[src/rtl/ep0_ctl_pkg.sv]
package ep0_ctl_pkg;
  localparam int unsigned REG_W     = 8;
  // low byte fields
  localparam int unsigned LO_RX     = 0;
  localparam int unsigned LO_TX     = 1;
  // high byte fields
  localparam int unsigned HI_FLUSH  = 0;
  localparam int unsigned HI_TOG    = 1;
  localparam int unsigned HI_TOG_WE = 2;
  localparam int unsigned HI_PING   = 3;

  typedef logic [REG_W-1:0] reg_byte_t;
endpackage

[src/rtl/ep0_ready_flags.sv]
module ep0_ready_flags
  import ep0_ctl_pkg::*;
(
  input  logic      clk,
  input  logic      rst,
  input  logic      lo_wr,
  input  reg_byte_t wdata,
  input  logic      flush,
  input  logic      tx_sent,
  input  logic      rx_arrived,
  input  logic      irq_en,
  output logic      tx_rdy,
  output logic      rx_rdy,
  output logic      irq
);
  logic sw_set_tx;
  logic sw_clr_rx;

  assign sw_set_tx = lo_wr && wdata[LO_TX];
  assign sw_clr_rx = lo_wr && !wdata[LO_RX];

  always_ff @(posedge clk) begin
    if (rst) begin
      tx_rdy <= 1'b0;
      rx_rdy <= 1'b0;
      irq    <= 1'b0;
    end else begin
      if (sw_set_tx)                tx_rdy <= 1'b1;
      else if (tx_sent || flush)    tx_rdy <= 1'b0;

      if (rx_arrived)               rx_rdy <= 1'b1;
      else if (flush || sw_clr_rx)  rx_rdy <= 1'b0;

      irq <= irq_en && ((tx_sent && tx_rdy) || rx_arrived);
    end
  end


  rx_set_wins_chk: assert property (@(posedge clk) disable iff (rst)
    rx_arrived |=> rx_rdy);


  tx_clear_chk: assert property (@(posedge clk) disable iff (rst)
    (tx_sent && !lo_wr) |=> !tx_rdy);


  flush_clears_chk: assert property (@(posedge clk) disable iff (rst)
    (flush && !rx_arrived) |=> (!tx_rdy && !rx_rdy));


  irq_single_chk: assert property (@(posedge clk) disable iff (rst)
    (irq && !$past(rx_arrived)) |=> !irq);
endmodule

[src/rtl/ep0_host_ctl.sv]
module ep0_host_ctl
  import ep0_ctl_pkg::*;
(
  input  logic      clk,
  input  logic      rst,
  input  logic      host,
  input  logic      hi_wr,
  input  reg_byte_t wdata,
  input  logic      tog_flip,
  output logic      tog,
  output logic      ping_off
);
  logic host_wr;
  logic tog_load;

  assign host_wr  = hi_wr && host;
  assign tog_load = host_wr && wdata[HI_TOG_WE];

  always_ff @(posedge clk) begin
    if (rst) begin
      tog      <= 1'b0;
      ping_off <= 1'b0;
    end else begin
      if (tog_load)      tog <= wdata[HI_TOG];
      else if (tog_flip) tog <= ~tog;

      if (host_wr)       ping_off <= wdata[HI_PING];
    end
  end


  tog_flip_chk: assert property (@(posedge clk) disable iff (rst)
    (tog_flip && !tog_load) |=> (tog != $past(tog)));


  tog_gate_chk: assert property (@(posedge clk) disable iff (rst)
    (hi_wr && !wdata[HI_TOG_WE] && !tog_flip) |=> $stable(tog));


  periph_hold_chk: assert property (@(posedge clk) disable iff (rst)
    (!host && !tog_flip) |=> ($stable(tog) && $stable(ping_off)));
endmodule

[src/rtl/ep0_fifo_ptr.sv]
module ep0_fifo_ptr #(
  parameter int unsigned DEPTH = 64,
  localparam int unsigned PW   = (DEPTH > 1) ? $clog2(DEPTH) : 1
) (
  input  logic          clk,
  input  logic          rst,
  input  logic          flush,
  input  logic          adv,
  output logic [PW-1:0] ptr
);
  localparam bit POW2 = ((DEPTH & (DEPTH - 1)) == 0);
  localparam logic [PW-1:0] LAST = PW'(DEPTH - 1);

  logic [PW-1:0] ptr_inc;

  generate
    if (POW2) begin : g_natural_wrap
      assign ptr_inc = ptr + 1'b1;
    end else begin : g_cmp_wrap
      assign ptr_inc = (ptr == LAST) ? '0 : ptr + 1'b1;
    end
  endgenerate

  always_ff @(posedge clk) begin
    if (rst || flush) ptr <= '0;
    else if (adv)     ptr <= ptr_inc;
  end


  ptr_flush_chk: assert property (@(posedge clk) disable iff (rst)
    flush |=> (ptr == '0));


  ptr_range_chk: assert property (@(posedge clk) disable iff (rst)
    ptr <= LAST);
endmodule

[src/rtl/ep0_ctl_regs.sv]
module ep0_ctl_regs
  import ep0_ctl_pkg::*;
#(
  parameter int unsigned FIFO_DEPTH = 64,
  localparam int unsigned PTR_W     = (FIFO_DEPTH > 1) ? $clog2(FIFO_DEPTH) : 1
) (
  input  logic             clk,
  input  logic             rst,
  input  logic             host_mode,
  input  logic             cpu_wr,
  input  logic             cpu_rd,
  input  logic             cpu_sel_hi,
  input  logic [7:0]       cpu_wdata,
  output logic [7:0]       cpu_rdata,
  input  logic             irq_en,
  input  logic             tx_sent,
  input  logic             rx_arrived,
  input  logic             tog_flip,
  input  logic             fifo_adv,
  output logic [PTR_W-1:0] fifo_ptr,
  output logic             data_tog,
  output logic             ping_off,
  output logic             irq
);
  logic      lo_wr, hi_wr, flush;
  logic      tx_rdy, rx_rdy;
  reg_byte_t lo_view, hi_view;

  assign lo_wr = cpu_wr && !cpu_sel_hi;
  assign hi_wr = cpu_wr &&  cpu_sel_hi;
  assign flush = hi_wr && cpu_wdata[HI_FLUSH];

  ep0_ready_flags u_flags (
    .clk        (clk),
    .rst        (rst),
    .lo_wr      (lo_wr),
    .wdata      (cpu_wdata),
    .flush      (flush),
    .tx_sent    (tx_sent),
    .rx_arrived (rx_arrived),
    .irq_en     (irq_en),
    .tx_rdy     (tx_rdy),
    .rx_rdy     (rx_rdy),
    .irq        (irq)
  );

  ep0_host_ctl u_host (
    .clk      (clk),
    .rst      (rst),
    .host     (host_mode),
    .hi_wr    (hi_wr),
    .wdata    (cpu_wdata),
    .tog_flip (tog_flip),
    .tog      (data_tog),
    .ping_off (ping_off)
  );

  ep0_fifo_ptr #(.DEPTH(FIFO_DEPTH)) u_ptr (
    .clk   (clk),
    .rst   (rst),
    .flush (flush),
    .adv   (fifo_adv),
    .ptr   (fifo_ptr)
  );

  always_comb begin
    lo_view         = '0;
    lo_view[LO_TX]  = tx_rdy;
    lo_view[LO_RX]  = rx_rdy;
    hi_view         = '0;
    if (host_mode) begin
      hi_view[HI_PING] = ping_off;
      hi_view[HI_TOG]  = data_tog;
    end
  end

  always_ff @(posedge clk) begin
    if (rst)         cpu_rdata <= '0;
    else if (cpu_rd) cpu_rdata <= cpu_sel_hi ? hi_view : lo_view;
  end


  periph_hi_zero_chk: assert property (@(posedge clk) disable iff (rst)
    (cpu_rd && cpu_sel_hi && !host_mode) |=> (cpu_rdata == 8'h00));


  rdata_hold_chk: assert property (@(posedge clk) disable iff (rst)
    !cpu_rd |=> $stable(cpu_rdata));


  flush_reads_zero_chk: assert property (@(posedge clk) disable iff (rst)
    (cpu_rd && cpu_sel_hi) |=> !cpu_rdata[HI_FLUSH] && !cpu_rdata[HI_TOG_WE]);
endmodule

[config.mk]
export PLATFORM = sky130hd
export DESIGN_NAME = ep0_ctl_regs
export DESIGN_NICKNAME = d
export VERILOG_FILES = /design/src/rtl/ep0_ctl_pkg.sv /design/src/rtl/ep0_ready_flags.sv /design/src/rtl/ep0_host_ctl.sv /design/src/rtl/ep0_fifo_ptr.sv /design/src/rtl/ep0_ctl_regs.sv
export SDC_FILE = /design/constraint.sdc
export NUM_CORES = 1
export LEC_CHECK = 0
export BUFFER_PORTS_ARGS = -buffer_cell sky130_fd_sc_hd__buf_2
export CAP_MARGIN = 20
export CORE_UTILIZATION = 41
export DETAILED_ROUTE_END_ITERATION = 8
export PLACE_DENSITY = 0.79
export SKIP_LAST_GASP = 1
export SYNTH_ARGS = -nofsm -noshare
export SYNTH_HDL_FRONTEND = slang
export SYNTH_SLANG_ARGS = --single-unit
[constraint.sdc]
create_clock -name clk -period 1.3 [get_ports clk]
set_clock_uncertainty 0.05 [all_clocks]
set_input_delay 0.26 -clock clk [delete_from_list [all_inputs] [get_ports clk]]
set_output_delay 0.26 -clock clk [all_outputs]
set_load 0.02 [all_outputs]
Yosys cells after proc, flatten, opt, wreduce, memory -nomap -nowiden --
Cells that the tools add are included.
Storage, ports and cells: register bits after elaboration 19, bits of input ports 19, output and inout port bits 17
Cells by class: add/subtract/negate cells 1, muxes and demuxes 9, bitwise logic cells 1, reduce and logical (&&, ||, !) cells 18
Operators by type and width (number):
- 1-bit logical AND | 9
- 1-bit 2-to-1 mux | 8
- 6-bit by 1-bit adder with 6-bit output, second input constant | 1
- 2-bit nonzero test | 3
- 1-bit logical OR | 4
- 4-bit 2-to-1 mux | 1
- 1-bit logical NOT | 2
- 1-bit NOT | 1

Depth between registers and ports, before layout --
depth after elaboration 6, mapped depth 4

Hierarchy --
A second synthesis with hierarchy kept.
Second synthesis, totals: cells, all modules 69, area total of the unflattened synthesis 638.1 sq um
Modules (own cells, without submodules):
- ep0_fifo_ptr | times used 1, cells each 26, area an instance 249.0 sq um, seq. area each 120.1 sq um
- ep0_ctl_regs | times used 1, cells each 22, area an instance 185.2 sq um, seq. area each 60.1 sq um
- ep0_ready_flags | times used 1, cells each 12, area an instance 107.6 sq um, seq. area each 60.1 sq um
- ep0_host_ctl | times used 1, cells each 9, area an instance 96.3 sq um, seq. area each 40.0 sq um

Least setup slack after synthesis --
Ideal clock, no wire load.
path type reg-to-reg, start register u_ptr.ptr[0], end register u_ptr.ptr[5], arrival time 1118 ps, data required time 1180 ps, setup slack 62 ps, cell stages (with the launch flop) 4, path buffers 0, cells stage by stage dfxtp_1 nand4_2 or3_1 a21oi_1
Between the ends: longest elaborated chain between the ends 1
RTL lines:
- start, declared | RTL line ep0_fifo_ptr.sv:9 | output logic [PW-1:0] ptr
- start signal, assigned | RTL line ep0_fifo_ptr.sv:26 | else if (adv) ptr <= ptr_inc;
- 6-bit by 1-bit adder with 6-bit output | RTL line ep0_fifo_ptr.sv:18 | assign ptr_inc = ptr + 1'b1;
No other way between the ends. A chain may end at the register's enable or synchronous reset.

Final worst setup path --
start register u_ptr.ptr[2], end output port fifo_ptr[2]
RTL lines:
- end, declared | RTL line ep0_ctl_regs.sv:20 | output logic [PTR_W-1:0] fifo_ptr,
No word-level cell between the ends.

==> summary.md <==
The run finished with clean final reports. Setup violations remaining at the end of the flow were counted as 0. At the end of routability-driven placement, the weighted congestion stood at 0.6272. The per-cell routed wire length came out at 10.95 um. The total of cells resized after clock tree synthesis is 0, and the number of buffers created by CTS is 3. The fraction of synthesized area in multiplexers was 3.213%. The via density per instance works out to 5.101. The total overflow left after global routing is 0. The die is 40.99 um tall. Number of antenna repair diodes: 0. TritonCTS built the clock tree.

After layout, the minimum clock period comes to 1.246 ns. Setup repair after global routing left no endpoint under its margin. For this design the static power due to leakage is 0.3730 nW. The tools report the kind of start point of the critical path as a register. The worst hold-check slack came out at 0.1633 ns. For the number of iterations in the first detailed-routing pass, the log shows 1. By area the synthesized netlist is led by sky130_fd_sc_hd__dfxtp_1 45%, sky130_fd_sc_hd__buf_4 6.0%, sky130_fd_sc_hd__nor2_1 5.4%, sky130_fd_sc_hd__xnor2_1 4.2%, sky130_fd_sc_hd__xor2_1 4.2%.

The tool flagged a number of max-cap violations equal to 0. The Yosys step of the flow raised 0 warnings. Data on the critical path arrives at its endpoint at 0.94 ns.

The total negative setup slack was 0 ns. In this run the count of I/O pins placed on the die edge is 36. The number of remaining DRC errors was 0; the standard-cell row count was 13. The final critical path takes up 95.87% of the cycle.

The adder and majority cell fraction of the synthesized area was 2.008%; the detailed-placement wirelength estimate was 915.4 um. The initial antenna violation count was 0; the clock-pin slew on the worst setup and hold paths was 0.08 ns. The dominant combinational cell family by area after synthesis was simple AND/OR/NAND/NOR gates. At the end of the flow, the number of nets in the layout was 116. The maximum number of pins on one net before global-route repair was 10. Relative to the synthesized area, the layout overhead comes to 23.69%. The power density over the cells works out to 1081 mW/mm^2. Yosys instantiated no cell more often than sky130_fd_sc_hd__dfxtp_1. First-pass GRT wire length: 1725 um. The run gives 0.99 ns as the worst endpoint required time. In the global route stage, overall resource usage came out at 16.61%. Summing every instance area after synthesis gives 623.1 sq um. No sink is reached through more buffers than the 2 on the longest clock path. Of all nets on the critical path, the largest fanout is 3. The tree built by TritonCTS fans out to 14 sinks. Of all cell types, the one taking the most synthesized area is sky130_fd_sc_hd__dfxtp_1. In the synthesized netlist, the cells that appear most often are 14 x sky130_fd_sc_hd__dfxtp_1, 9 x sky130_fd_sc_hd__nor2_1, 5 x sky130_fd_sc_hd__buf_4, 4 x sky130_fd_sc_hd__a21oi_1, 4 x sky130_fd_sc_hd__nand2b_1. From left edge to right edge, the die measures 40.99 um. Prevailing post-synth register cell: sky130_fd_sc_hd__dfxtp_1. The synthesized design contains 14 register bits. The fraction of synthesized cell area taken by the top area cell type came out at 44.98%. The total count of max-transition violations in the final report is 0, and the number of buffers inserted by post-CTS setup repair is 0. The XOR/XNOR share of the synthesized area was 8.434%.

The number of nets with antenna violations after detailed routing came out at 0. Summing the areas of all compound-gate instances in the mapped netlist gives 10.24% of the synthesized area. The tools report the total die area as 0.001680 sq mm. For this run, asynchronously set or reset flops after synthesis account for 0%.

The synthesized netlist contains 25 unique library cells. Summing internal, switching and leakage power gives 0.8332 mW. The logs give 0.28 ns for the clock insertion delay at the later pin of the skew report and 0 for the number of DRC markers after the initial detailed-route iteration. Number of global-route vias before repair: 413. The run gives 46.15% as the effective utilization at floorplan. The cell sitting at the root of the clock tree is a sky130_fd_sc_hd__clkbuf_4. The cell count after synthesis came out at 67. The finished cells cover 770.7 sq um. The routed design has 1194 um of wire. The area share of and/or/nand/nor cells after synthesis was 22.49%; the portion of the post-synthesis area used by sequential elements was 44.98%.

The run gives 802.4 MHz as the achievable clock frequency. The number of enable flip-flop cells after synthesis works out to 0. For this design, the CTS-stage hold fixing added 0 buffers. Summing all placed instances gives a cell area of 748.2 sq um. The via count came out at 556. The worst setup path is captured at an output pin. The total area inside the core boundary comes to 0.001350 sq mm. The post-route netlist has 34.04% of its cells at a drive strength greater than 1. The kind of path behind the tightest hold check is in2reg. The number of H-tree branching levels is 1. The number of hold violations in the final report is 0. IR analysis of the VDD net gives a maximum drop of 0.0005084 V. The tools report the filler cell count in the final layout as 142. During placement, the flow inserted port buffers numbering 26. The average instance in the mapped netlist occupies 9.300 sq um. The critical path in this run is classified as reg2out.
==> layout make-up <==
type | count | area (sq um) | share of cell area (%)
inverters | 1 | 3.754 | 0.4870
multi-input cells | 49 | 307.8 | 39.94
clock buffers | 3 | 22.52 | 2.922
well taps | 15 | 18.77 | 2.435
flip-flops and latches | 14 | 280.3 | 36.36
repair buffers | 27 | 137.6 | 17.86
==> critical path: stages (launching register included) <==
cell                      delay [ns]
sky130_fd_sc_hd__dfxtp_1        0.36
sky130_fd_sc_hd__buf_4          0.14
sky130_fd_sc_hd__buf_2          0.15
==> cells in the final DEF, fill, tap and decap left out, types with 3 or more instances in the layout <==
cell type                  count
sky130_fd_sc_hd__clkbuf_4      3
sky130_fd_sc_hd__buf_2        26
sky130_fd_sc_hd__dfxtp_1      14
sky130_fd_sc_hd__xnor2_1       3
sky130_fd_sc_hd__a21oi_1       4
sky130_fd_sc_hd__conb_1        5
sky130_fd_sc_hd__nand4_1       3
sky130_fd_sc_hd__nand2b_1      4
sky130_fd_sc_hd__xor2_1        3
sky130_fd_sc_hd__nor2_1        9
==> flip-flops by register name, indices dropped and copies added (netlist names) <==
name	cells
u_ptr.ptr	6
u_flags.irq	1
u_flags.tx_rdy	1
u_flags.rx_rdy	1
cpu_rdata	3
u_host.ping_off	1
u_host.tog	1
==> cell families (layout without fill, tap and decap cells) <==
logic type	after synthesis	after routing
compound gates	10	10
simple gates	25	25
other cells	1	5
buf+inv	8	31
mux	2	2
xor+xnor	6	6
fa+ha+maj	1	1
flops	14	14
==> worst paths after layout <==
check	start	endpoint	slack [ns]	depth (start not counted)
max	u_ptr.ptr[2]	fifo_ptr[2]	0.05	2
min	cpu_wdata[3]	u_host.ping_off	0.16	3
max reg2reg	u_ptr.ptr[0]	u_ptr.ptr[5]	0.13	3
min reg2reg	cpu_rdata[0]	cpu_rdata[0]	0.42	2
==> power by group <==
group          switching (mW)  internal (mW)
clock network           0.136          0.107
logic                  0.0758         0.0529
registers              0.0145          0.447
==> through the flow <==
step | cells | util [%] | setup slack [ns]
2_1_floorplan | 71 | - | 0.06218
3_3_place_gp | 106 | 55.42 | 0.1662
3_5_place_dp | 106 | 55.42 | 0.1576
4_1_cts | 109 | 57.09 | 0.05639
5_1_grt | 109 | 57.09 | 0.03758
6_report | 109 | 57.09 | 0.05369
==> routing by layer <==
| metal | global-route usage, % | up-vias | routed length, um |
|---|---|---|---|
| met3 | 8.152 | 5 | 110 |
| met1 | 18.60 | 250 | 493 |
| met5 | 0 | - | 0 |
| li1 | - | 276 | - |
| met2 | 25.00 | 25 | 569 |
| met4 | 10.00 | 0 | 21 |
Power figures use the tool's default switching activity.
